$ cat src/rtl/ost_pkg.sv
package ost_pkg;

    typedef enum logic [2:0] {
        CMD_PROG       = 3'd0,
        CMD_SECT_ERASE = 3'd1,
        CMD_CHIP_ERASE = 3'd2,
        CMD_SUSPEND    = 3'd3,
        CMD_RESUME     = 3'd4,
        CMD_RESET      = 3'd5,
        CMD_OTHER      = 3'd6,
        CMD_SPARE      = 3'd7
    } cmd_kind_t;

    typedef enum logic [2:0] {
        ST_READ      = 3'd0,
        ST_PROG      = 3'd1,
        ST_PROT      = 3'd2,
        ST_WIN       = 3'd3,
        ST_ERASE     = 3'd4,
        ST_SUSP      = 3'd5,
        ST_SUSP_PROG = 3'd6
    } state_t;

endpackage

$ cat src/rtl/ost_cdown.sv
module ost_cdown #(
    parameter int LEN = 16
) (
    input  logic clk,
    input  logic rst_n,
    input  logic load,
    input  logic run,
    output logic expire
);
    localparam int CW = $clog2(LEN + 1);

    logic [CW-1:0] cnt_q;

    always_ff @(posedge clk or negedge rst_n) begin
        if (!rst_n) begin
            cnt_q <= '0;
        end else if (load) begin
            cnt_q <= CW'(LEN - 1);
        end else if (run && (cnt_q != '0)) begin
            cnt_q <= cnt_q - 1'b1;
        end
    end

    assign expire = run && !load && (cnt_q == '0);
endmodule

$ cat src/rtl/ost_sector_sel.sv
module ost_sector_sel #(
    parameter int SEC_BITS = 4,
    parameter int NSEC     = 1 << SEC_BITS
) (
    input  logic                clk,
    input  logic                rst_n,
    input  logic                add,
    input  logic                all,
    input  logic                clr,
    input  logic [SEC_BITS-1:0] cmd_sec,
    input  logic [SEC_BITS-1:0] rd_sec,
    output logic                cmd_hit,
    output logic                rd_hit
);
    logic [NSEC-1:0] sel_q;

    for (genvar g = 0; g < NSEC; g++) begin : g_sec
        always_ff @(posedge clk or negedge rst_n) begin
            if (!rst_n) begin
                sel_q[g] <= 1'b0;
            end else if (clr) begin
                sel_q[g] <= 1'b0;
            end else if (all || (add && (cmd_sec == SEC_BITS'(g)))) begin
                sel_q[g] <= 1'b1;
            end
        end
    end

    assign cmd_hit = sel_q[cmd_sec];
    assign rd_hit  = sel_q[rd_sec];
endmodule

$ cat src/rtl/ost_toggle_pair.sv
module ost_toggle_pair (
    input  logic clk,
    input  logic rst_n,
    input  logic rd_stb,
    input  logic tog1_en,
    input  logic tog2_en,
    input  logic rd_hit,
    output logic t1_q,
    output logic t2_q
);
    always_ff @(posedge clk or negedge rst_n) begin
        if (!rst_n) begin
            t1_q <= 1'b0;
            t2_q <= 1'b0;
        end else begin
            if (rd_stb && tog1_en) begin
                t1_q <= ~t1_q;
            end
            if (rd_stb && tog2_en && rd_hit) begin
                t2_q <= ~t2_q;
            end
        end
    end
endmodule

$ cat src/rtl/ost_seq_fsm.sv
module ost_seq_fsm
    import ost_pkg::*;
(
    input  logic      clk,
    input  logic      rst_n,
    input  logic      cmd_stb,
    input  cmd_kind_t kind,
    input  logic      cmd_d7,
    input  logic      cmd_hit,
    input  logic      cmd_prot,
    input  logic      alg_done,
    input  logic      alg_limit,
    input  logic      win_exp,
    input  logic      prot_exp,
    output state_t    st,
    output logic      lim_q,
    output logic      pd7_q,
    output logic      load_win,
    output logic      load_prot,
    output logic      sel_add,
    output logic      sel_all,
    output logic      sel_clr,
    output logic      tog1_en,
    output logic      tog2_en,
    output logic      win_run,
    output logic      prot_run
);
    state_t nxt;
    logic   lat_pd, lim_set, lim_clr;
    logic   is_reset, is_susp;

    assign is_reset = cmd_stb && (kind == CMD_RESET) && lim_q;
    assign is_susp  = cmd_stb && (kind == CMD_SUSPEND) && !lim_q;

    always_ff @(posedge clk or negedge rst_n) begin
        if (!rst_n) begin
            st    <= ST_READ;
            lim_q <= 1'b0;
            pd7_q <= 1'b0;
        end else begin
            st <= nxt;
            if (lim_clr) begin
                lim_q <= 1'b0;
            end else if (lim_set) begin
                lim_q <= 1'b1;
            end
            if (lat_pd) begin
                pd7_q <= cmd_d7;
            end
        end
    end

    always_comb begin
        nxt       = st;
        load_win  = 1'b0;
        load_prot = 1'b0;
        sel_add   = 1'b0;
        sel_all   = 1'b0;
        sel_clr   = 1'b0;
        lat_pd    = 1'b0;
        lim_set   = 1'b0;
        lim_clr   = 1'b0;
        unique case (st)
            ST_READ: begin
                if (cmd_stb) begin
                    case (kind)
                        CMD_PROG: begin
                            lat_pd = 1'b1;
                            if (cmd_prot) begin
                                nxt       = ST_PROT;
                                load_prot = 1'b1;
                            end else begin
                                nxt = ST_PROG;
                            end
                        end
                        CMD_SECT_ERASE: begin
                            sel_add  = 1'b1;
                            load_win = 1'b1;
                            nxt      = ST_WIN;
                        end
                        CMD_CHIP_ERASE: begin
                            sel_all = 1'b1;
                            nxt     = ST_ERASE;
                        end
                        default: ;
                    endcase
                end
            end
            ST_PROG: begin
                if (is_reset) begin
                    lim_clr = 1'b1;
                    nxt     = ST_READ;
                end else if (alg_limit) begin
                    lim_set = 1'b1;
                end else if (alg_done && !lim_q) begin
                    nxt = ST_READ;
                end
            end
            ST_PROT: begin
                if (prot_exp) begin
                    nxt = ST_READ;
                end
            end
            ST_WIN: begin
                if (cmd_stb) begin
                    if (kind == CMD_SECT_ERASE) begin
                        sel_add  = 1'b1;
                        load_win = 1'b1;
                    end else if (kind == CMD_SUSPEND) begin
                        nxt = ST_SUSP;
                    end else begin
                        sel_clr = 1'b1;
                        nxt     = ST_READ;
                    end
                end else if (win_exp) begin
                    nxt = ST_ERASE;
                end
            end
            ST_ERASE: begin
                if (is_reset) begin
                    lim_clr = 1'b1;
                    sel_clr = 1'b1;
                    nxt     = ST_READ;
                end else if (is_susp) begin
                    nxt = ST_SUSP;
                end else if (alg_limit) begin
                    lim_set = 1'b1;
                end else if (alg_done && !lim_q) begin
                    sel_clr = 1'b1;
                    nxt     = ST_READ;
                end
            end
            ST_SUSP: begin
                if (cmd_stb) begin
                    if (kind == CMD_RESUME) begin
                        nxt = ST_ERASE;
                    end else if ((kind == CMD_PROG) && !cmd_hit && !cmd_prot) begin
                        lat_pd = 1'b1;
                        nxt    = ST_SUSP_PROG;
                    end
                end
            end
            ST_SUSP_PROG: begin
                if (is_reset) begin
                    lim_clr = 1'b1;
                    sel_clr = 1'b1;
                    nxt     = ST_READ;
                end else if (alg_limit) begin
                    lim_set = 1'b1;
                end else if (alg_done && !lim_q) begin
                    nxt = ST_SUSP;
                end
            end
            default: nxt = ST_READ;
        endcase
    end

    always_comb begin
        tog1_en  = 1'b0;
        tog2_en  = 1'b0;
        win_run  = 1'b0;
        prot_run = 1'b0;
        unique case (st)
            ST_READ:      ;
            ST_PROG:      tog1_en = 1'b1;
            ST_PROT: begin
                tog1_en  = 1'b1;
                prot_run = 1'b1;
            end
            ST_WIN: begin
                tog1_en = 1'b1;
                tog2_en = 1'b1;
                win_run = 1'b1;
            end
            ST_ERASE: begin
                tog1_en = 1'b1;
                tog2_en = 1'b1;
            end
            ST_SUSP:      tog2_en = 1'b1;
            ST_SUSP_PROG: tog1_en = 1'b1;
            default:      ;
        endcase
    end
endmodule

$ cat src/rtl/ost_read_mux.sv
module ost_read_mux
    import ost_pkg::*;
(
    input  state_t     st,
    input  logic [7:0] arr_data,
    input  logic       pd7_q,
    input  logic       lim_q,
    input  logic       t1_q,
    input  logic       t2_q,
    input  logic       rd_hit,
    output logic [7:0] rd_data
);
    always_comb begin
        unique case (st)
            ST_READ:                        rd_data = arr_data;
            ST_PROG, ST_PROT, ST_SUSP_PROG: rd_data = {~pd7_q, t1_q, lim_q, 5'b0};
            ST_WIN:                         rd_data = {1'b0, t1_q, lim_q, 2'b0, t2_q, 2'b0};
            ST_ERASE:                       rd_data = {1'b0, t1_q, lim_q, 1'b0, 1'b1, t2_q, 2'b0};
            ST_SUSP:                        rd_data = rd_hit ? {1'b1, t1_q, 3'b0, t2_q, 2'b0} : arr_data;
            default:                        rd_data = arr_data;
        endcase
    end
endmodule

$ cat src/rtl/op_status_gen.sv
module op_status_gen
    import ost_pkg::*;
#(
    parameter int  SEC_BITS = 4,
    parameter int  WIN_CYC  = 6000,
    parameter int  PROT_CYC = 400,
    localparam int NSEC     = 1 << SEC_BITS
) (
    input  logic                clk,
    input  logic                rst_n,
    input  logic                cmd_stb,
    input  logic [2:0]          cmd_kind,
    input  logic [SEC_BITS-1:0] cmd_sec,
    input  logic                cmd_d7,
    input  logic [NSEC-1:0]     sec_prot,
    input  logic                alg_done,
    input  logic                alg_limit,
    input  logic                rd_stb,
    input  logic [SEC_BITS-1:0] rd_sec,
    input  logic [7:0]          arr_data,
    output logic [7:0]          rd_data,
    output logic                erase_run
);
    state_t    st;
    cmd_kind_t kind;
    logic lim_q, pd7_q, load_win, load_prot, win_run, prot_run, win_exp, prot_exp;
    logic sel_add, sel_all, sel_clr, tog1_en, tog2_en, rd_hit, cmd_hit, cmd_prot;
    logic t1_q, t2_q;

    assign kind      = cmd_kind_t'(cmd_kind);
    assign cmd_prot  = sec_prot[cmd_sec];
    assign erase_run = (st == ST_ERASE);

    ost_seq_fsm u_fsm (
        .clk(clk), .rst_n(rst_n), .cmd_stb(cmd_stb), .kind(kind), .cmd_d7(cmd_d7),
        .cmd_hit(cmd_hit), .cmd_prot(cmd_prot), .alg_done(alg_done), .alg_limit(alg_limit),
        .win_exp(win_exp), .prot_exp(prot_exp), .st(st), .lim_q(lim_q), .pd7_q(pd7_q),
        .load_win(load_win), .load_prot(load_prot), .sel_add(sel_add), .sel_all(sel_all),
        .sel_clr(sel_clr), .tog1_en(tog1_en), .tog2_en(tog2_en), .win_run(win_run),
        .prot_run(prot_run)
    );

    ost_cdown #(.LEN(WIN_CYC)) u_win (
        .clk(clk), .rst_n(rst_n), .load(load_win), .run(win_run), .expire(win_exp)
    );

    ost_cdown #(.LEN(PROT_CYC)) u_prot (
        .clk(clk), .rst_n(rst_n), .load(load_prot), .run(prot_run), .expire(prot_exp)
    );

    ost_sector_sel #(.SEC_BITS(SEC_BITS), .NSEC(NSEC)) u_sel (
        .clk(clk), .rst_n(rst_n), .add(sel_add), .all(sel_all), .clr(sel_clr),
        .cmd_sec(cmd_sec), .rd_sec(rd_sec), .cmd_hit(cmd_hit), .rd_hit(rd_hit)
    );

    ost_toggle_pair u_tog (
        .clk(clk), .rst_n(rst_n), .rd_stb(rd_stb), .tog1_en(tog1_en), .tog2_en(tog2_en),
        .rd_hit(rd_hit), .t1_q(t1_q), .t2_q(t2_q)
    );

    ost_read_mux u_mux (
        .st(st), .arr_data(arr_data), .pd7_q(pd7_q), .lim_q(lim_q), .t1_q(t1_q),
        .t2_q(t2_q), .rd_hit(rd_hit), .rd_data(rd_data)
    );
endmodule

$ cat config.mk
export PLATFORM = sky130hd
export DESIGN_NAME = op_status_gen
export DESIGN_NICKNAME = d
export VERILOG_FILES = /design/src/rtl/ost_pkg.sv /design/src/rtl/ost_cdown.sv /design/src/rtl/ost_sector_sel.sv /design/src/rtl/ost_toggle_pair.sv /design/src/rtl/ost_seq_fsm.sv /design/src/rtl/ost_read_mux.sv /design/src/rtl/op_status_gen.sv
export SDC_FILE = /design/constraint.sdc
export NUM_CORES = 1
export LEC_CHECK = 0
export ABC_AREA = 1
export ABC_CLOCK_PERIOD_IN_PS = 1650
export BUFFER_PORTS_ARGS = -buffer_cell sky130_fd_sc_hd__buf_2
export CORE_ASPECT_RATIO = 1.5
export CORE_MARGIN = 2
export CORE_UTILIZATION = 50
export CTS_CLUSTER_SIZE = 8
export DETAILED_ROUTE_END_ITERATION = 6
export PLACE_DENSITY = 0.83
export SLEW_MARGIN = 20
export SYNTH_ARGS = -nofsm -noshare
export SYNTH_HDL_FRONTEND = slang
export SYNTH_SLANG_ARGS = --single-unit
$ cat constraint.sdc
create_clock -name clk -period 1.65 [get_ports clk]
set_clock_uncertainty 0.05 [all_clocks]
set_input_delay 0.33 -clock clk [delete_from_list [all_inputs] [get_ports clk]]
set_output_delay 0.33 -clock clk [all_outputs]
set_load 0.005 [all_outputs]
==> results of run 1 <==
[final cells by class]
class / instances / area, sq um / share of cell area (%)
inverter: 62 / 250 / 5.08
timing repair buffer: 157 / 1130 / 22.9
multi-input combinational: 366 / 2240 / 45.4
clock buffer: 7 / 86.3 / 1.75
sequential: 45 / 1130 / 22.9
tap: 76 / 95.1 / 1.93
[worst min path at each step]
stage,to,depth (start not counted),start
after floorplan,u_fsm.lim_q$_DFFE_PN0P_,0,rst_n
after global placement,u_prot.cnt_q[1]$_DFFE_PN0P_,2,rst_n
after detailed placement,u_prot.cnt_q[1]$_DFFE_PN0P_,2,rst_n
after CTS,u_fsm.pd7_q$_DFFE_PN0P_,3,cmd_d7
after global routing,u_fsm.pd7_q$_DFFE_PN0P_,3,cmd_d7
final,u_fsm.pd7_q$_DFFE_PN0P_,3,cmd_d7
[power by group]
part / switching, mW / internal (mW) / total (mW) / leakage (nW)
Clock: 0.392 / 0.333 / 0.725 / 0.0443
Combinational: 2.55 / 2.28 / 4.83 / 1.89
Sequential: 0.459 / 1.61 / 2.07 / 0.524
Total: 3.40 / 4.22 / 7.63 / 2.46
[Yosys cell counts (6+ instances only)]
cell type / number / area [sq um]
nor3_1: 10 / 50.1
dfrtp_1: 45 / 1130
a21oi_1: 23 / 115
nor2_1: 40 / 150
nor2_2: 7 / 43.8
o211ai_1: 7 / 52.6
o21ai_0: 13 / 65.1
inv_2: 11 / 41.3
a31oi_1: 12 / 75.1
o21ai_1: 9 / 45.0
inv_1: 50 / 188
nand2_1: 148 / 556
nand3_1: 50 / 250
xor2_1: 7 / 61.3
buf_6: 7 / 78.8
nand2_2: 6 / 37.5
[timing repair]
action	CTS	global route
resized for setup	39	73
hold buffers	1	0
hold endpoints to repair	45	0
buffers inserted	14	17
setup endpoints to repair	37	53
pin swaps	13	23
gates cloned	2	0
[kinds of logic after synthesis]
| logic type | after synthesis |
|---|---|
| XOR/XNOR | 9 |
| adder cells (fa/ha/maj) | 4 |
| AO/OA/AOI/OAI | 74 |
| flip-flops | 45 |
| buffers and inverters | 76 |
| AND/OR/NAND/NOR | 278 |
[state kept, by name (all words and copies together) (netlist names)]
name	flops
u_tog.t2_q	1
u_win.cnt_q	13
u_fsm.pd7_q	1
u_tog.t1_q	1
u_prot.cnt_q	9
u_sel.sel_q	16
u_fsm.st	3
u_fsm.lim_q	1
[layout by cell type (no fill, tap or decap), drive strengths merged, types with 4 or more instances in the layout]
| cell type | netlist | routed |
|---|---|---|
| dfrtp | 45 | 45 |
| a21oi | 24 | 24 |
| xor2 | 7 | 7 |
| inv | 61 | 61 |
| clkbuf | 2 | 8 |
| o21ai | 23 | 23 |
| ha | 4 | 4 |
| nand2 | 154 | 155 |
| nand4 | 5 | 5 |
| nand3 | 52 | 52 |
| nor2 | 49 | 49 |
| nor3 | 11 | 11 |
| a31oi | 12 | 12 |
| buf | 12 | 155 |
| o211ai | 7 | 7 |
[worst max-delay path: cells and delay by family (launching register included)]
family	cells	cell delay (ns)
AOI/OAI and AO/OA	2	0.20
DFF	1	0.38
buffers and inverters	2	0.22
and+or+nand+nor	6	0.65
[metal layers]
metal  up-vias  routed length [um]  GRT usage (%)
met1      1961                4460           29.7
met4         0                1040           17.8
met3       113                1140           4.69
li1       1881                   -              -
met2       350                6340           50.5
met5         -                   0              0
==> results.md, run 1 <==
- R2R Setup Slk: -0.29 ns
- DIE HEIGHT: 103 um
- CP Class: reg2out
- CP Max Fanout: 6
- Final hold violation count: 0
- Detailed Route WL: 13.0 mm
- Via-per-instance ratio: 6.04
- ANT nets after route: 0
- Static Leak: 2.46 nW
- Number of synthesized register bits: 45
- RSZ-0062 raised after global routing: true
- CTS sink count: 45
- Fillers: 380
- Measured slew at the worst slew-check pin: 0.554 ns
- XOR/XNOR share of the synthesized area: 2.41%
- DR iter-0 viols: 512
- Fmax: 466 MHz
- H-tree levels: 2
- Design area: 4920 sq um
- Simple-Gate Fraction of Synth Area: 37.6%
- Number of synthesized flops with an enable pin: 0
- Post-synthesis mux area share: 0%
- Sequential fraction of the synthesis area: 34.4%
- Max Cap Viol: 0
- First-pass GRT wire length: 16.2 mm
- Placed insts: 674
- Starting Density: 51.2%
- Initial antenna violation count: 0
- Worst slew margin: 62.8%
- WL/cell: 18.2 um
- FF-to-FF Start: u_fsm.st[1]$_DFFE_PN0P_
- Critical Path Sink: rd_data[2]
- PortBufs: 50
- Compound-Gate Fraction of Synth Area: 13.5%
- Maximum vdd drop: 0.986 mV
- Synth unique cells: 40
- Crit path cell chain: inv_1 > nand2_1 > o211ai_1 > nand3_1 > nand3b_1 > nand2_4 > nand2_8 > nand3_1 > o21ai_1 > buf_2
- Final Setup Violations: 45
- Placer Congestion: 0.956
- Min cycle time layout: 2.14 ns
- Largest family of logic cells by synthesized area: simple AND/OR/NAND/NOR gates
- Post-Synth Adder-Cell Area: 1.53%
- Tcrit/Tclk final: 130%
- Mapped Nets: 532
- Gr usage total: 27.7%
- Power per standard cell area: 1550 nW/um^2
- Worst hold slack: 0.204 ns
- Overall Power: 7.63 mW
- Async SR Flop Fraction: 100%
- Top FF cell, synth: dfrtp_1
- Run status: complete, but fails checks
- Grt ovf: 0
- Nature of the critical path endpoint: primary output
- Setup tns final: -9.32 ns
- Synth warn: 0
- Ports: 51
- Mapped Cells: 486
- Hold Crit Class: in2reg
- Num rows: 36
- Data required, critical path: 1.27 ns
- Post-DP HPWL: 6.63 mm
- DR vias: 4305
- Mean Syn Cell Area: 6.73 sq um
- Num CTS Buffers: 5
- Final cell count without fillers: 713
- Die area: 7220 sq um
- Die width: 70.1 um
- Worst path max stage delay: 0.38 ns
- Crit-path slowest cell: dfrtp_1
- Vias in the first global route: 3791
- Final WS setup: -0.494 ns
- Residual DRC count: 0
- R2r worst-path depth: 7
- Cell Area, Placed: 4110 sq um
- Nets: 683
- Startpoint Class: register
- Synthesized cell area: 3270 sq um
- Area added between synthesis and finish: 50.5%
- Final Util: 77.0%
- Reg2reg end: u_fsm.st[1]$_DFFE_PN0P_
- DP Worst Slack: -0.289 ns
- Pre-antenna DRT Iters: 6
- Pin count of the biggest net entering global routing: 46
- CTS tree: built
- Clock root buffer: clkbuf_8
- Max Slew Vio Count: 0
- Core Area: 6400 sq um
- Layout cell share with drive strength beyond 1: 40.5%
- Critical Path Start: u_sel.sel_q[7]$_DFFE_PN0P_
- N_diodes: 0
- Arrival @ worst endpoint: 1.76 ns
- Most frequent CP cell: nand3_1
- Clock Latency Late Sink: 0.31 ns
- CTS Buffer Depth: 2
- Failing checks: negative setup slack
- Clock slew at reported path FFs: 0.09 ns
(Power assumes the default switching activity.)
==> inputs of run 2 (changes only) <==
Settings changed: SETUP_SLACK_MARGIN set to 0.02.
==> results.md, run 2 (synthesized netlist as in run 1, its figures left out) <==
- Biggest regs: u_sel.sel_q (16), u_win.cnt_q (13), u_prot.cnt_q (9) (unchanged)
- Max Slew Vio Count: 0 (unchanged)
- Max Cap Viol: 0 (unchanged)
- CP Class: reg2out (unchanged)
- Grt ovf: 0 (unchanged)
- Clock slew at reported path FFs: 0.09 ns (about the same)
- Vias in the first global route: 3828 (was 3791)
- Clock root buffer: clkbuf_8 (unchanged)
- Clock Latency Late Sink: 0.32 ns (was 0.31 ns)
- Reg2reg end: u_fsm.st[2]$_DFFE_PN0P_ (was u_fsm.st[1]$_DFFE_PN0P_)
- Area added between synthesis and finish: 53.7% (was 50.5%)
- Pin count of the biggest net entering global routing: 46 (unchanged)
- Num rows: 36 (unchanged)
- Post-DP HPWL: 6.63 mm (unchanged)
- PortBufs: 50 (unchanged)
- Die width: 70.1 um (unchanged)
- Initial antenna violation count: 0 (unchanged)
- Num CTS Buffers: 5 (unchanged)
- CTS tree: built (unchanged)
- DP Worst Slack: -0.289 ns (unchanged)
- RSZ-0062 raised after global routing: true (unchanged)
- Pre-antenna DRT Iters: 6 (unchanged)
- CP Max Fanout: 6 (unchanged)
- Commonest non-fill, non-tap cell in the layout: nand2_1 (unchanged)
- FF-to-FF Start: u_fsm.st[2]$_DFFE_PN0P_ (was u_fsm.st[1]$_DFFE_PN0P_)
- Largest register FFs: 16 (unchanged)
- DR iter-0 viols: 530 (was 512)
- Setup tns final: -14.32 ns (was -9.32 ns)
- Placer Congestion: 0.956 (unchanged)
- Detailed Route WL: 14.1 mm (was 13.0 mm)
- Data required, critical path: 1.27 ns (about the same)
- Commonest cells after routing, fill and taps aside: 135 x nand2_1, 88 x buf_4, 49 x buf_2 (was 135 x nand2_1, 97 x buf_4, 49 x buf_2)
- DR vias: 4474 (was 4305)
- CTS Buffer Depth: 2 (unchanged)
- DIE HEIGHT: 103 um (unchanged)
- Fmax: 436 MHz (was 466 MHz)
- Via-per-instance ratio: 6.30 (was 6.04)
- Hold Crit Class: in2reg (unchanged)
- Layout cell share with drive strength beyond 1: 42.6% (was 40.5%)
- Worst slew margin: 65.4% (was 62.8%)
- Starting Density: 51.2% (unchanged)
- H-tree levels: 2 (unchanged)
- Nature of the critical path endpoint: primary output (unchanged)
- R2R Setup Slk: -0.44 ns (was -0.29 ns)
- Gr usage total: 29.0% (was 27.7%)
- Startpoint Class: register (unchanged)
- Ports: 51 (unchanged)
- First-pass GRT wire length: 16.8 mm (was 16.2 mm)
- CTS sink count: 45 (unchanged)
- Residual DRC count: 0 (unchanged)
- Failing checks: negative setup slack (unchanged)
- Core Area: 6400 sq um (unchanged)
- Most flops, register: u_sel.sel_q (unchanged)
- Final Setup Violations: 51 (was 45)
- Run status: complete, but fails checks (unchanged)
- Measured slew at the worst slew-check pin: 0.517 ns (was 0.554 ns)
- Min cycle time layout: 2.29 ns (was 2.14 ns)
- ANT nets after route: 0 (unchanged)
- Power per standard cell area: 1560 nW/um^2 (was 1550 nW/um^2)
- Tcrit/Tclk final: 139% (was 130%)
- Nets: 680 (was 683)
- Critical Path Sink: rd_data[6] (was rd_data[2])
- Die area: 7220 sq um (unchanged)
- Static Leak: 2.49 nW (was 2.46 nW)
- WL/cell: 19.8 um (was 18.2 um)
- N_diodes: 0 (unchanged)
- Arrival @ worst endpoint: 1.91 ns (was 1.76 ns)
- R2r worst-path depth: 11 (was 7)
- Final hold violation count: 0 (unchanged)
- Maximum vdd drop: 1.37 mV (was 0.986 mV)
- Final WS setup: -0.643 ns (was -0.494 ns)
- Critical Path Start: u_sel.sel_q[9]$_DFFE_PN0P_ (was u_sel.sel_q[7]$_DFFE_PN0P_)
## run 2: worst min-delay path by stage
stage / slack, ns / cells after the start / end / from
2_1_floorplan: -0.02 / 0 / u_fsm.lim_q$_DFFE_PN0P_ / rst_n
3_5_place_dp: 0.28 / 2 / u_prot.cnt_q[1]$_DFFE_PN0P_ / rst_n
4_1_cts: 0.21 / 3 / u_fsm.pd7_q$_DFFE_PN0P_ / cmd_d7
6_report: 0.22 / 3 / u_fsm.pd7_q$_DFFE_PN0P_ / cmd_d7
5_1_grt: 0.24 / 3 / u_fsm.pd7_q$_DFFE_PN0P_ / cmd_d7
3_3_place_gp: 0.28 / 2 / u_prot.cnt_q[1]$_DFFE_PN0P_ / rst_n
## run 2: layer usage
layer / vias up / part of all wire [%] / GRT usage (%)
li1: 1881 / - / -
met1: 2071 / 34 / 31.8
met2: 390 / 48 / 52.7
met3: 132 / 8.6 / 4.69
met4: 0 / 9.2 / 17.5
met5: - / 0 / 0
## run 2: cell type report
cell class                      count  area (sq um)
Clock buffer                        7          86.3
Timing Repair Buffer              154          1140
Multi-Input combinational cell    366          2330
Fill cell                         354          1370
Sequential cell                    45          1130
Tap cell                           76          95.1
Inverter                           62           255
## run 2: what timing repair did
action	in CTS	in global routing
gates resized for setup	48	92
gates cloned	2	0
setup buffers	17	12
hold buffers	1	0
endpoints found under the setup margin	38	53
endpoints found under the hold margin	45	0
pin swaps	14	26
## run 2: through the flow
step | cell area (sq um) | utilization, % | std cells | power [mW] | hold WS, ns
after floorplan | 3300 | - | 486 | 3.77 | -0.0156
after global placement | 4110 | 64.3 | 674 | 5.16 | 0.278
after detailed placement | 4110 | 64.3 | 674 | 5.28 | 0.280
after CTS | 4530 | 70.8 | 701 | 6.48 | 0.214
after global routing | 5030 | 78.6 | 710 | 8.20 | 0.243
final | 5030 | 78.6 | 710 | 7.84 | 0.224
## run 2: critical path, cell delays in order, from the launching register on
cell and delay (ns):
dfrtp_1 0.43, inv_1 0.11, a21oi_2 0.14, o21ai_0 0.10, nand3_1 0.10, nand3_1 0.09, nand2_2 0.18, nand2_4 0.11
nand2_4 0.11, nand2_2 0.05, nand2_1 0.06, buf_2 0.11
## run 2: report_power, final
part	internal (mW)	leakage, nW	switching [mW]
combinational	2.31	1.93	2.70
sequential	1.61	0.524	0.483
clock	0.334	0.0443	0.406
total	4.25	2.49	3.59
==> inputs of run 3 (changes only) <==
Settings changed: ABC_CLOCK_PERIOD_IN_PS 1650 to 2200, PLACE_DENSITY 0.83 to 0.81.
Clock period 1.65 ns to 2.2 ns, I/O delays scaled along.
==> results.md, run 3 (synthesized netlist as in run 1, its figures left out) <==
- Most flops, register: u_sel.sel_q (unchanged)
- Arrival @ worst endpoint: 1.65 ns (was 1.91 ns)
- Num rows: 36 (unchanged)
- Static Leak: 1.95 nW (was 2.49 nW)
- Register Area: 1130 sq um (about the same)
- Max Slew Vio Count: 0 (unchanged)
- Num CTS Buffers: 5 (unchanged)
- Commonest cells after routing, fill and taps aside: 145 x nand2_1, 50 x buf_2, 49 x nand3_1 (was 135 x nand2_1, 88 x buf_4, 49 x buf_2)
- Gr usage total: 24.3% (was 29.0%)
- Startpoint Class: register (unchanged)
- Post-DP HPWL: 6.38 mm (was 6.63 mm)
- Fillers: 616 (was 354)
- Nature of the critical path endpoint: primary output (unchanged)
- Largest register FFs: 16 (unchanged)
- PortBufs: 50 (unchanged)
- Max Cap Viol: 0 (unchanged)
- CTS sink count: 45 (unchanged)
- Top sig layer: met4 (unchanged)
- Footprint of the multi-input gates: 1840 sq um (was 2330 sq um)
- Biggest regs: u_sel.sel_q (16), u_win.cnt_q (13), u_prot.cnt_q (9) (unchanged)
- Min cycle time layout: 2.14 ns
- Final WS setup: 0.0627 ns (was -0.643 ns)
- Data required, critical path: 1.71 ns (was 1.27 ns)
- Die area: 7220 sq um (unchanged)
- Pin count of the biggest net entering global routing: 46 (unchanged)
- Residual DRC count: 0 (unchanged)
- Worst slew margin: 59.7% (was 65.4%)
- DR iter-0 viols: 167 (was 530)
- DIE HEIGHT: 103 um (unchanged)
- H-tree levels: 2 (unchanged)
- Pre-antenna DRT Iters: 6 (unchanged)
- Via-per-instance ratio: 5.46 (was 6.30)
- Tcrit/Tclk final: 97.1%
- Routed metal-1 wirelength: 3.16 mm (was 4.81 mm)
- Ports: 51 (unchanged)
- Final hold violation count: 0 (unchanged)
- Power per standard cell area: 1070 nW/um^2 (was 1560 nW/um^2)
- Area added between synthesis and finish: 14.6% (was 53.7%)
- Clock Latency Late Sink: 0.31 ns (was 0.32 ns)
- Overall Power: 4.02 mW (was 7.84 mW)
- Clock slew at reported path FFs: 0.08 ns (was 0.09 ns)
- ANT nets after route: 0 (unchanged)
- DR vias: 3391 (was 4474)
- First-pass GRT wire length: 14.0 mm (was 16.8 mm)
- RSZ-0062 raised after global routing: true (unchanged)
- Commonest non-fill, non-tap cell in the layout: nand2_1 (unchanged)
- Die width: 70.1 um (unchanged)
- Placer Congestion: 0.997 (was 0.956)
- Maximum vdd drop: 0.603 mV (was 1.37 mV)
- Met2 wire length: 4.40 mm (was 6.77 mm)
- Clock root buffer: clkbuf_8 (unchanged)
- DP Worst Slack: -0.0769 ns (was -0.289 ns)
- N_diodes: 0 (unchanged)
- WL/cell: 13.4 um (was 19.8 um)
- CP Max Fanout: 6 (unchanged)
- Setup tns final: 0 ns (was -14.32 ns)
- Vias in the first global route: 3249 (was 3828)
- CP Class: reg2out (unchanged)
- Layout cell share with drive strength beyond 1: 21.8% (was 42.6%)
- Run status: completed (was complete, but fails checks)
- Initial antenna violation count: 0 (unchanged)
- Hold Crit Class: in2async (was in2reg)
- CTS tree: built (unchanged)
- Fmax: 468 MHz
- Detailed Route WL: 8.32 mm (was 14.1 mm)
- CTS Buffer Depth: 2 (unchanged)
- Measured slew at the worst slew-check pin: 0.599 ns (was 0.517 ns)
- Final Setup Violations: 0 (was 51)
- Starting Density: 51.2% (unchanged)
- Grt ovf: 0 (unchanged)
- Core Area: 6400 sq um (unchanged)
- Met3 wire len: 391 um (was 1.22 mm)
- Nets: 591 (was 680)
==> run 3: report_power, final <==
part	total (mW)	internal, mW	switching (mW)
clock network	0.536	0.250	0.286
logic	1.94	0.778	1.16
registers	1.55	1.21	0.337
==> run 3: final timing paths <==
kind                                                  start                           to  slack (ns)  cells after the start
worst min-delay path                                  rst_n  u_prot.cnt_q[8]$_DFFE_PN0P_        0.16                      2
max in group asynchronous                             rst_n      u_fsm.st[1]$_DFFE_PN0P_        1.52                      2
worst max-delay path            u_sel.sel_q[13]$_DFFE_PN0P_                   rd_data[2]        0.06                     10
min in group clk                                     cmd_d7      u_fsm.pd7_q$_DFFE_PN0P_        0.31                      3
worst min register to register       u_tog.t1_q$_DFFE_PN0P_       u_tog.t1_q$_DFFE_PN0P_        0.43                      1
worst max register to register   u_win.cnt_q[4]$_DFFE_PN0P_  u_win.cnt_q[12]$_DFFE_PN0P_        0.29                     10
==> run 3: repair_timing <==
action,CTS,global route
resized for setup,6,17
setup endpoints to repair,8,8
pin swaps,2,8
hold buffers,0,0
endpoints found under the hold margin,0,0
buffers inserted,0,4
==> run 3: layer usage <==
metal / global-route usage (%) / vias up
li1: - / 1693
met1: 24.8 / 1556
met2: 45.1 / 110
met3: 4.89 / 32
met4: 16.0 / 0
met5: 0 / -
==> run 3: final cells by class <==
cell class	instances	area share (%)
Inverter	62	6.21
Clock buffer	7	2.30
Tap cell	76	2.54
Multi-Input combinational cell	365	49.0
Timing Repair Buffer	66	9.88
Sequential cell	45	30.1
==> run 3: stage by stage <==
| step | util [%] | hold WS, ns | std cells | area (sq um) |
|---|---|---|---|---|
| floorplan | - | 0.0944 | 486 | 3270 |
| global placement | 56.2 | 0.414 | 610 | 3590 |
| detailed placement | 56.2 | 0.423 | 610 | 3590 |
| CTS | 57.8 | 0.178 | 617 | 3700 |
| global route | 58.6 | 0.207 | 621 | 3750 |
| finish | 58.6 | 0.157 | 621 | 3750 |
==> run 3: critical path, cell delays in order (launching register included) <==
cell     delay [ns]
dfrtp_1        0.36
inv_2          0.06
a21oi_2        0.13
o21ai_1        0.08
nand3_1        0.11
nand3_2        0.09
nand2_4        0.13
nand2_4        0.09
nand3_1        0.08
o21ai_0        0.07
buf_2          0.13
